<file path="src/rtl/wdt_pkg.sv">
package wdt_pkg;

  localparam int unsigned CNT_W = 32;

  localparam int unsigned OFS_COUNT  = 'h14;
  localparam int unsigned OFS_ENABLE = 'h18;
  localparam int unsigned OFS_KEY    = 'h1C;
  localparam int unsigned OFS_STATUS = 'h20;

  localparam int unsigned PEND_BIT = 3;
  localparam int unsigned WARM_BIT = 4;

  typedef struct packed {
    logic cnt_on;  // bit 2
    logic irq_on;  // bit 1
    logic rst_on;  // bit 0
  } wdt_en_t;

  // A tick at count 1, or at a fresh zero, is the expiry event.
  function automatic logic expiry_hit(input logic [CNT_W-1:0] c, input logic fired);
    return !fired && (c <= CNT_W'(1));
  endfunction

  // Down-step that saturates at zero.
  function automatic logic [CNT_W-1:0] count_step(input logic [CNT_W-1:0] c);
    return (c == '0) ? '0 : c - CNT_W'(1);
  endfunction

endpackage

</file>
<file path="src/rtl/wdt_counter.sv">
module wdt_counter
  import wdt_pkg::*;
(
  input  logic             clk,
  input  logic             por_n,
  input  logic             warm_rst,
  input  logic             run,
  input  logic             load,
  input  logic [CNT_W-1:0] load_val,
  output logic [CNT_W-1:0] cnt,
  output logic             expire
);
  logic fired;

  assign expire = run && !load && !warm_rst && expiry_hit(cnt, fired);

  always_ff @(posedge clk or negedge por_n) begin
    if (!por_n) begin
      cnt   <= '0;
      fired <= 1'b0;
    end else if (warm_rst) begin
      cnt   <= '0;
      fired <= 1'b0;
    end else if (load) begin
      cnt   <= load_val;
      fired <= 1'b0;
    end else if (run) begin
      cnt <= count_step(cnt);
      if (expire) fired <= 1'b1;
    end
  end
endmodule

</file>
<file path="src/rtl/wdt_status.sv">
module wdt_status
  import wdt_pkg::*;
(
  input  logic       clk,
  input  logic       por_n,
  input  logic       warm_rst,
  input  logic       expire,
  input  logic       rst_on,
  input  logic       clr_wr,
  input  logic [1:0] clr_mask,  // [0] pending, [1] warm flag
  output logic       pend,
  output logic       warm,
  output logic       rst_req
);
  logic rst_fire;
  assign rst_fire = expire && rst_on;

  always_ff @(posedge clk or negedge por_n) begin
    if (!por_n) begin
      pend    <= 1'b0;
      warm    <= 1'b0;
      rst_req <= 1'b0;
    end else begin
      rst_req <= rst_fire && !warm_rst;
      if (warm_rst)                    pend <= 1'b0;
      else if (expire)                 pend <= 1'b1;
      else if (clr_wr && clr_mask[0])  pend <= 1'b0;
      // The warm flag lives outside the warm-reset domain.
      if (rst_fire)                    warm <= 1'b1;
      else if (clr_wr && clr_mask[1])  warm <= 1'b0;
    end
  end
endmodule

</file>
<file path="src/rtl/wdt_regif.sv">
module wdt_regif
  import wdt_pkg::*;
#(
  parameter int unsigned ADDR_W  = 8,
  parameter logic [15:0] KEY_VAL = 16'h482E
) (
  input  logic              clk,
  input  logic              por_n,
  input  logic              warm_rst,
  input  logic [ADDR_W-1:0] addr,
  input  logic              we,
  input  logic [CNT_W-1:0]  wdata,
  input  logic [CNT_W-1:0]  cnt,
  input  logic              pend,
  input  logic              warm,
  output logic              unlocked,
  output wdt_en_t           en,
  output logic              load,
  output logic              wr_en_evt,
  output logic              clr_wr,
  output logic [CNT_W-1:0]  rdata
);
  localparam logic [CNT_W-1:0] KEY_WORD = CNT_W'(KEY_VAL);

  logic hit_cnt, hit_en, hit_key, hit_sts;
  assign hit_cnt = (addr == ADDR_W'(OFS_COUNT));
  assign hit_en  = (addr == ADDR_W'(OFS_ENABLE));
  assign hit_key = (addr == ADDR_W'(OFS_KEY));
  assign hit_sts = (addr == ADDR_W'(OFS_STATUS));

  assign load      = we && hit_cnt && unlocked;
  assign wr_en_evt = we && hit_en && unlocked;
  assign clr_wr    = we && hit_sts;

  always_ff @(posedge clk or negedge por_n) begin
    if (!por_n) begin
      unlocked <= 1'b0;
      en       <= '0;
    end else if (warm_rst) begin
      unlocked <= 1'b0;
      en       <= '0;
    end else begin
      if (we && hit_key) unlocked <= (wdata == KEY_WORD);
      if (wr_en_evt)     en <= wdt_en_t'(wdata[2:0]);
    end
  end

  always_comb begin
    rdata = '0;
    if (hit_cnt) rdata = cnt;
    if (hit_en)  rdata = CNT_W'(en);
    if (hit_key) rdata = CNT_W'(unlocked);
    if (hit_sts) begin
      rdata[PEND_BIT] = pend;
      rdata[WARM_BIT] = warm;
    end
  end
endmodule

</file>
<file path="src/rtl/wdt_top.sv">
module wdt_top
  import wdt_pkg::*;
#(
  parameter int unsigned ADDR_W  = 8,
  parameter logic [15:0] KEY_VAL = 16'h482E
) (
  input  logic              clk,
  input  logic              por_n,
  input  logic              warm_rst,
  input  logic              tick,
  input  logic [ADDR_W-1:0] bus_addr,
  input  logic              bus_we,
  input  logic [CNT_W-1:0]  bus_wdata,
  output logic [CNT_W-1:0]  bus_rdata,
  output logic              rst_req,
  output logic              irq
);
  // Named internal events, visible to the bound checker.
  logic             unlocked, load, wr_en_evt, clr_wr, expire, pend, warm, run;
  logic [CNT_W-1:0] cnt;
  wdt_en_t          en;

  assign run = tick && en.cnt_on;
  assign irq = pend && en.irq_on;

  wdt_regif #(.ADDR_W(ADDR_W), .KEY_VAL(KEY_VAL)) regif_i (
    .clk(clk), .por_n(por_n), .warm_rst(warm_rst),
    .addr(bus_addr), .we(bus_we), .wdata(bus_wdata),
    .cnt(cnt), .pend(pend), .warm(warm),
    .unlocked(unlocked), .en(en), .load(load), .wr_en_evt(wr_en_evt),
    .clr_wr(clr_wr), .rdata(bus_rdata)
  );

  wdt_counter counter_i (
    .clk(clk), .por_n(por_n), .warm_rst(warm_rst), .run(run),
    .load(load), .load_val(bus_wdata), .cnt(cnt), .expire(expire)
  );

  wdt_status status_i (
    .clk(clk), .por_n(por_n), .warm_rst(warm_rst), .expire(expire),
    .rst_on(en.rst_on), .clr_wr(clr_wr),
    .clr_mask(bus_wdata[WARM_BIT:PEND_BIT]),
    .pend(pend), .warm(warm), .rst_req(rst_req)
  );
endmodule

</file>
<file path="config.mk">
export PLATFORM = sky130hd
export DESIGN_NAME = wdt_top
export DESIGN_NICKNAME = d
export VERILOG_FILES = /design/src/rtl/wdt_pkg.sv /design/src/rtl/wdt_counter.sv /design/src/rtl/wdt_status.sv /design/src/rtl/wdt_regif.sv /design/src/rtl/wdt_top.sv
export SDC_FILE = /design/constraint.sdc
export NUM_CORES = 1
export LEC_CHECK = 0
export CORE_MARGIN = 8
export CORE_UTILIZATION = 49
export DETAILED_ROUTE_END_ITERATION = 16
export PLACE_DENSITY = 0.81
export SYNTH_ARGS = -nofsm -noshare
export SYNTH_HDL_FRONTEND = slang
export SYNTH_HIERARCHICAL = 1
export SYNTH_SLANG_ARGS = --single-unit
</file>
<file path="constraint.sdc">
create_clock -name clk -period 2.2 [get_ports clk]
set_clock_uncertainty 0.05 [all_clocks]
set_input_delay 0.22 -clock clk [delete_from_list [all_inputs] [get_ports clk]]
set_output_delay 0.22 -clock clk [all_outputs]
set_load 0.01 [all_outputs]
</file>
==> results of run 1 <==
[worst max-delay path: cells and delay by family]
kind                   cells  cell delay, ns
and+or+nand+nor            6            1.45
AOI/OAI and AO/OA          3            0.46
buffers and inverters      3            0.36
[metal layers]
metal	track usage	part of all wire	wire length, um	vias to the layer above
li1	-	-	-	1590
met1	0.328	0.35	4820	1867
met2	0.461	0.47	6490	397
met3	0.0647	0.12	1670	124
met4	0.174	0.064	889	0
met5	0	0	0	-
[flip-flops by register name, summed over array words and instances, names as in the netlist]
signal            count
status_i/pend         1
status_i/rst_req      1
status_i/warm         1
counter_i/fired       1
regif_i/en            3
counter_i/cnt        32
regif_i/unlocked      1
[cells in the mapped netlist, types with 2 or more instances]
master    instances  area [um^2]
and4_1            2         17.5
nor4_1            9         56.3
nand3_1          13         65.1
nor2b_1           5         31.3
nor2_1           27          101
o41ai_1           3         26.3
a22oi_1          12         90.1
nand4_1           7         43.8
ha_1              3         37.5
and2_1           31          194
nor3_1           17         85.1
mux2_2            2         22.5
mux2i_1           8         80.1
o32ai_1           2         17.5
o311a_1           3         30.0
buf_2             5         25.0
or4_1             2         15.0
dfrtp_1          40         1000
nor3_4            3         48.8
o21ai_1           2         10.0
nand2_1          23         86.3
or3_1            10         62.6
o311ai_0          2         17.5
inv_1            10         37.5
a221o_1           3         30.0
a21oi_1          12         60.1
a21o_1            2         15.0
o211ai_1          4         30.0
clkbuf_1         10         37.5
a22o_1            2         17.5
o31ai_1           4         30.0
nor4b_1           4         35.0
o21ai_0          17         85.1
nand2b_1          2         12.5
a32oi_1           4         35.0
[worst min-delay path by stage]
stage,from,to,slack [ns],cells after the start
detailed placement,por_n,counter_i/cnt[14],0.14,1
floorplan,por_n,counter_i/cnt[0],-0.13,0
finish,por_n,counter_i/cnt[14],0.34,2
global route,por_n,counter_i/cnt[16],0.39,2
global placement,por_n,counter_i/cnt[14],0.14,1
CTS,por_n,counter_i/cnt[14],0.36,2
[power groups by stage]
stage | Combinational [mW] | Sequential [mW] | Clock [mW]
after floorplan | 0.0286 | 0.749 | 0
after global placement | 0.166 | 0.749 | 0
after detailed placement | 0.169 | 0.749 | 0
after CTS | 0.184 | 0.734 | 0.618
after global routing | 0.214 | 0.734 | 0.666
final | 0.207 | 0.734 | 0.625
[what timing repair did]
| action | 4_1_cts | 5_1_grt |
|---|---|---|
| buffers inserted | 8 | 7 |
| cloned | 1 | 2 |
| endpoints found under the hold margin | 18 | 0 |
| pin swaps | 23 | 16 |
| setup endpoints to repair | 65 | 63 |
| hold buffers | 1 | 0 |
| gates resized for setup | 164 | 47 |
[cell type report]
| type | count | area (um^2) | area share |
|---|---|---|---|
| Clock inverter | 3 | 42.5 | 0.00882 |
| Tap cell | 75 | 93.8 | 0.0194 |
| Timing Repair Buffer | 176 | 1560 | 0.323 |
| Inverter | 10 | 37.5 | 0.00778 |
| Clock buffer | 5 | 68.8 | 0.0143 |
| Multi-Input combinational cell | 267 | 2020 | 0.419 |
| Sequential cell | 40 | 1000 | 0.208 |
[kinds of logic after synthesis]
group           after synthesis  share of synthesized area
buf+inv                      27                     0.0388
flops                        40                      0.349
mux                          10                     0.0358
compound gates               82                      0.203
simple gates                170                      0.354
fa+ha+maj                     3                     0.0131
xor+xnor                      2                    0.00611
[per-stage QoR]
step | setup slack (ns) | instance area, um^2
5_1_grt | -0.150 | 4830
6_report | -0.161 | 4830
3_3_place_gp | -0.600 | 4280
2_1_floorplan | -0.319 | 2930
4_1_cts | -0.0811 | 4570
3_5_place_dp | -0.632 | 4280
==> impl_metrics.yaml, run 1 <==
synth:
  ys_ff_latch: 40
  synth_edf_count: 0
  ys_seq_area_frac: 0.349
  syn_area_um2: 2870
  async_flop_share: 1.00
  synthCells: 334
  synth.distinct_cells: 64
  yosys_warnings: 6
  syn_nets: 382
  avgSynthCellArea_um2: 8.59
  yosys_most_used_dff: "dfrtp_1"
clock_tree:
  clock_path_buffers: 2
  cts.root.buffer_cell: "clkbuf_8"
  htree_levels: 2
  clock_latency_ns: 0.32
  clock_sinks: 40
  clkTransAtPathRegs_ns: 0.08
  cts_made_buffers: 5
  cts_tree: "built"
hold_path:
  hold_class: "in2async"
place:
  port_buffers: 78
  hpwlAfterDp_um: 8370
  finalWeightedCongestion: 0.944
  numPlacedInstances: 550
setup_path:
  crit_required_ns: 2.35
  crit_start: "bus_addr[6]"
  start_kind: "input port"
  crit_path_max_incr_delay_ns: 0.52
  crit_path_end_kind: "register"
  critPathMaxFanout: 7
  critical_path_class: "in2reg"
  r2r-end: "counter_i/cnt[16]"
  path_cells: "buf_6, or4_4, or3_4, nor2b_4, buf_12, and3_4, or2_0, buf_4, nor2_4, a22oi_2, o21a_1, o21ai_2"
  worstSetupEndpoint: "counter_i/cnt[25]"
  slowest_stage: "or4_4"
  r2r-start: "counter_i/cnt[4]"
  crit_arrival_ns: 2.51
  ff2ff_path_depth: 6
  reg2reg_slack_ns: -0.10
power:
  p_leak_nw: 2.26
  p_int_mw: 1.18
  power.switching_mw: 0.385
  total_power_mw: 1.57
  p_seq_frac: 0.469
  ir_drop_v: 0.000358
  netSwitchingFraction: 0.246
  comb_power_share: 0.132
  power.share.clock: 0.399
  power.density_nw_per_um2: 325
floorplan:
  fp.dieH_um: 92.5
  core_area_um2: 5780
  io-pin-count: 79
  dieArea_um2: 8560
  die_x_um: 92.5
  initial_core_util: 0.496
  fp-row-count: 28
run_status:
  outcome: "finished with violations"
  violations: "negative setup slack"
layout:
  final_util: 0.835
  drive_gt1_frac: 0.407
  nNetsFinal: 548
  n_antenna_cell: 0
  fillers: 302
  layout_commonest_cell: "buf_4"
  final_cells: 576
  syn2layout_area_growth_pct: 68.2
  layout_common_cells: "75 x buf_4, 39 x dfrtp_1, 37 x clkdlybuf4s50_1"
timing:
  maxSlewViolCount: 0
  period_share: 1.07
  final-setup-viol-count: 48
  rsz0062_at_grt: "yes"
  fin_setup_tns_ns: -2.80
  timing.final.ws_setup_ns: -0.161
  fmax_mhz: 423
  finalHoldViolations: 0
  period_needed_ns: 2.36
  worst_slew_pin_slew_ns: 0.571
  slew_headroom: 0.614
  whs_ns: 0.340
grt:
  grt_pass1_vias: 3772
  grt_use_total: 0.282
  overflow: 0
  grt_first_pass_wirelength_um: 19200
  antenna_found_initial: 0
  grt_max_degree: 23
drt:
  viasPerCell: 6.91
  wl_per_cell_um: 24.1
  via_count: 3978
  drt_iter0_markers: 551
  drtPass1Iterations: 6
  drcViolationCount: 0
  drtAntennaViolNets: 0
  wirelength_um: 13900
flow_run:
  maxCapViolCount: 0
Power figures use the tool's default switching activity.
==> inputs of run 2 (changes only) <==
CAP_MARGIN = 10   (was default)
==> results of run 2 <==
Same layout as run 1: the final DEF is identical, and so are final timing and power.
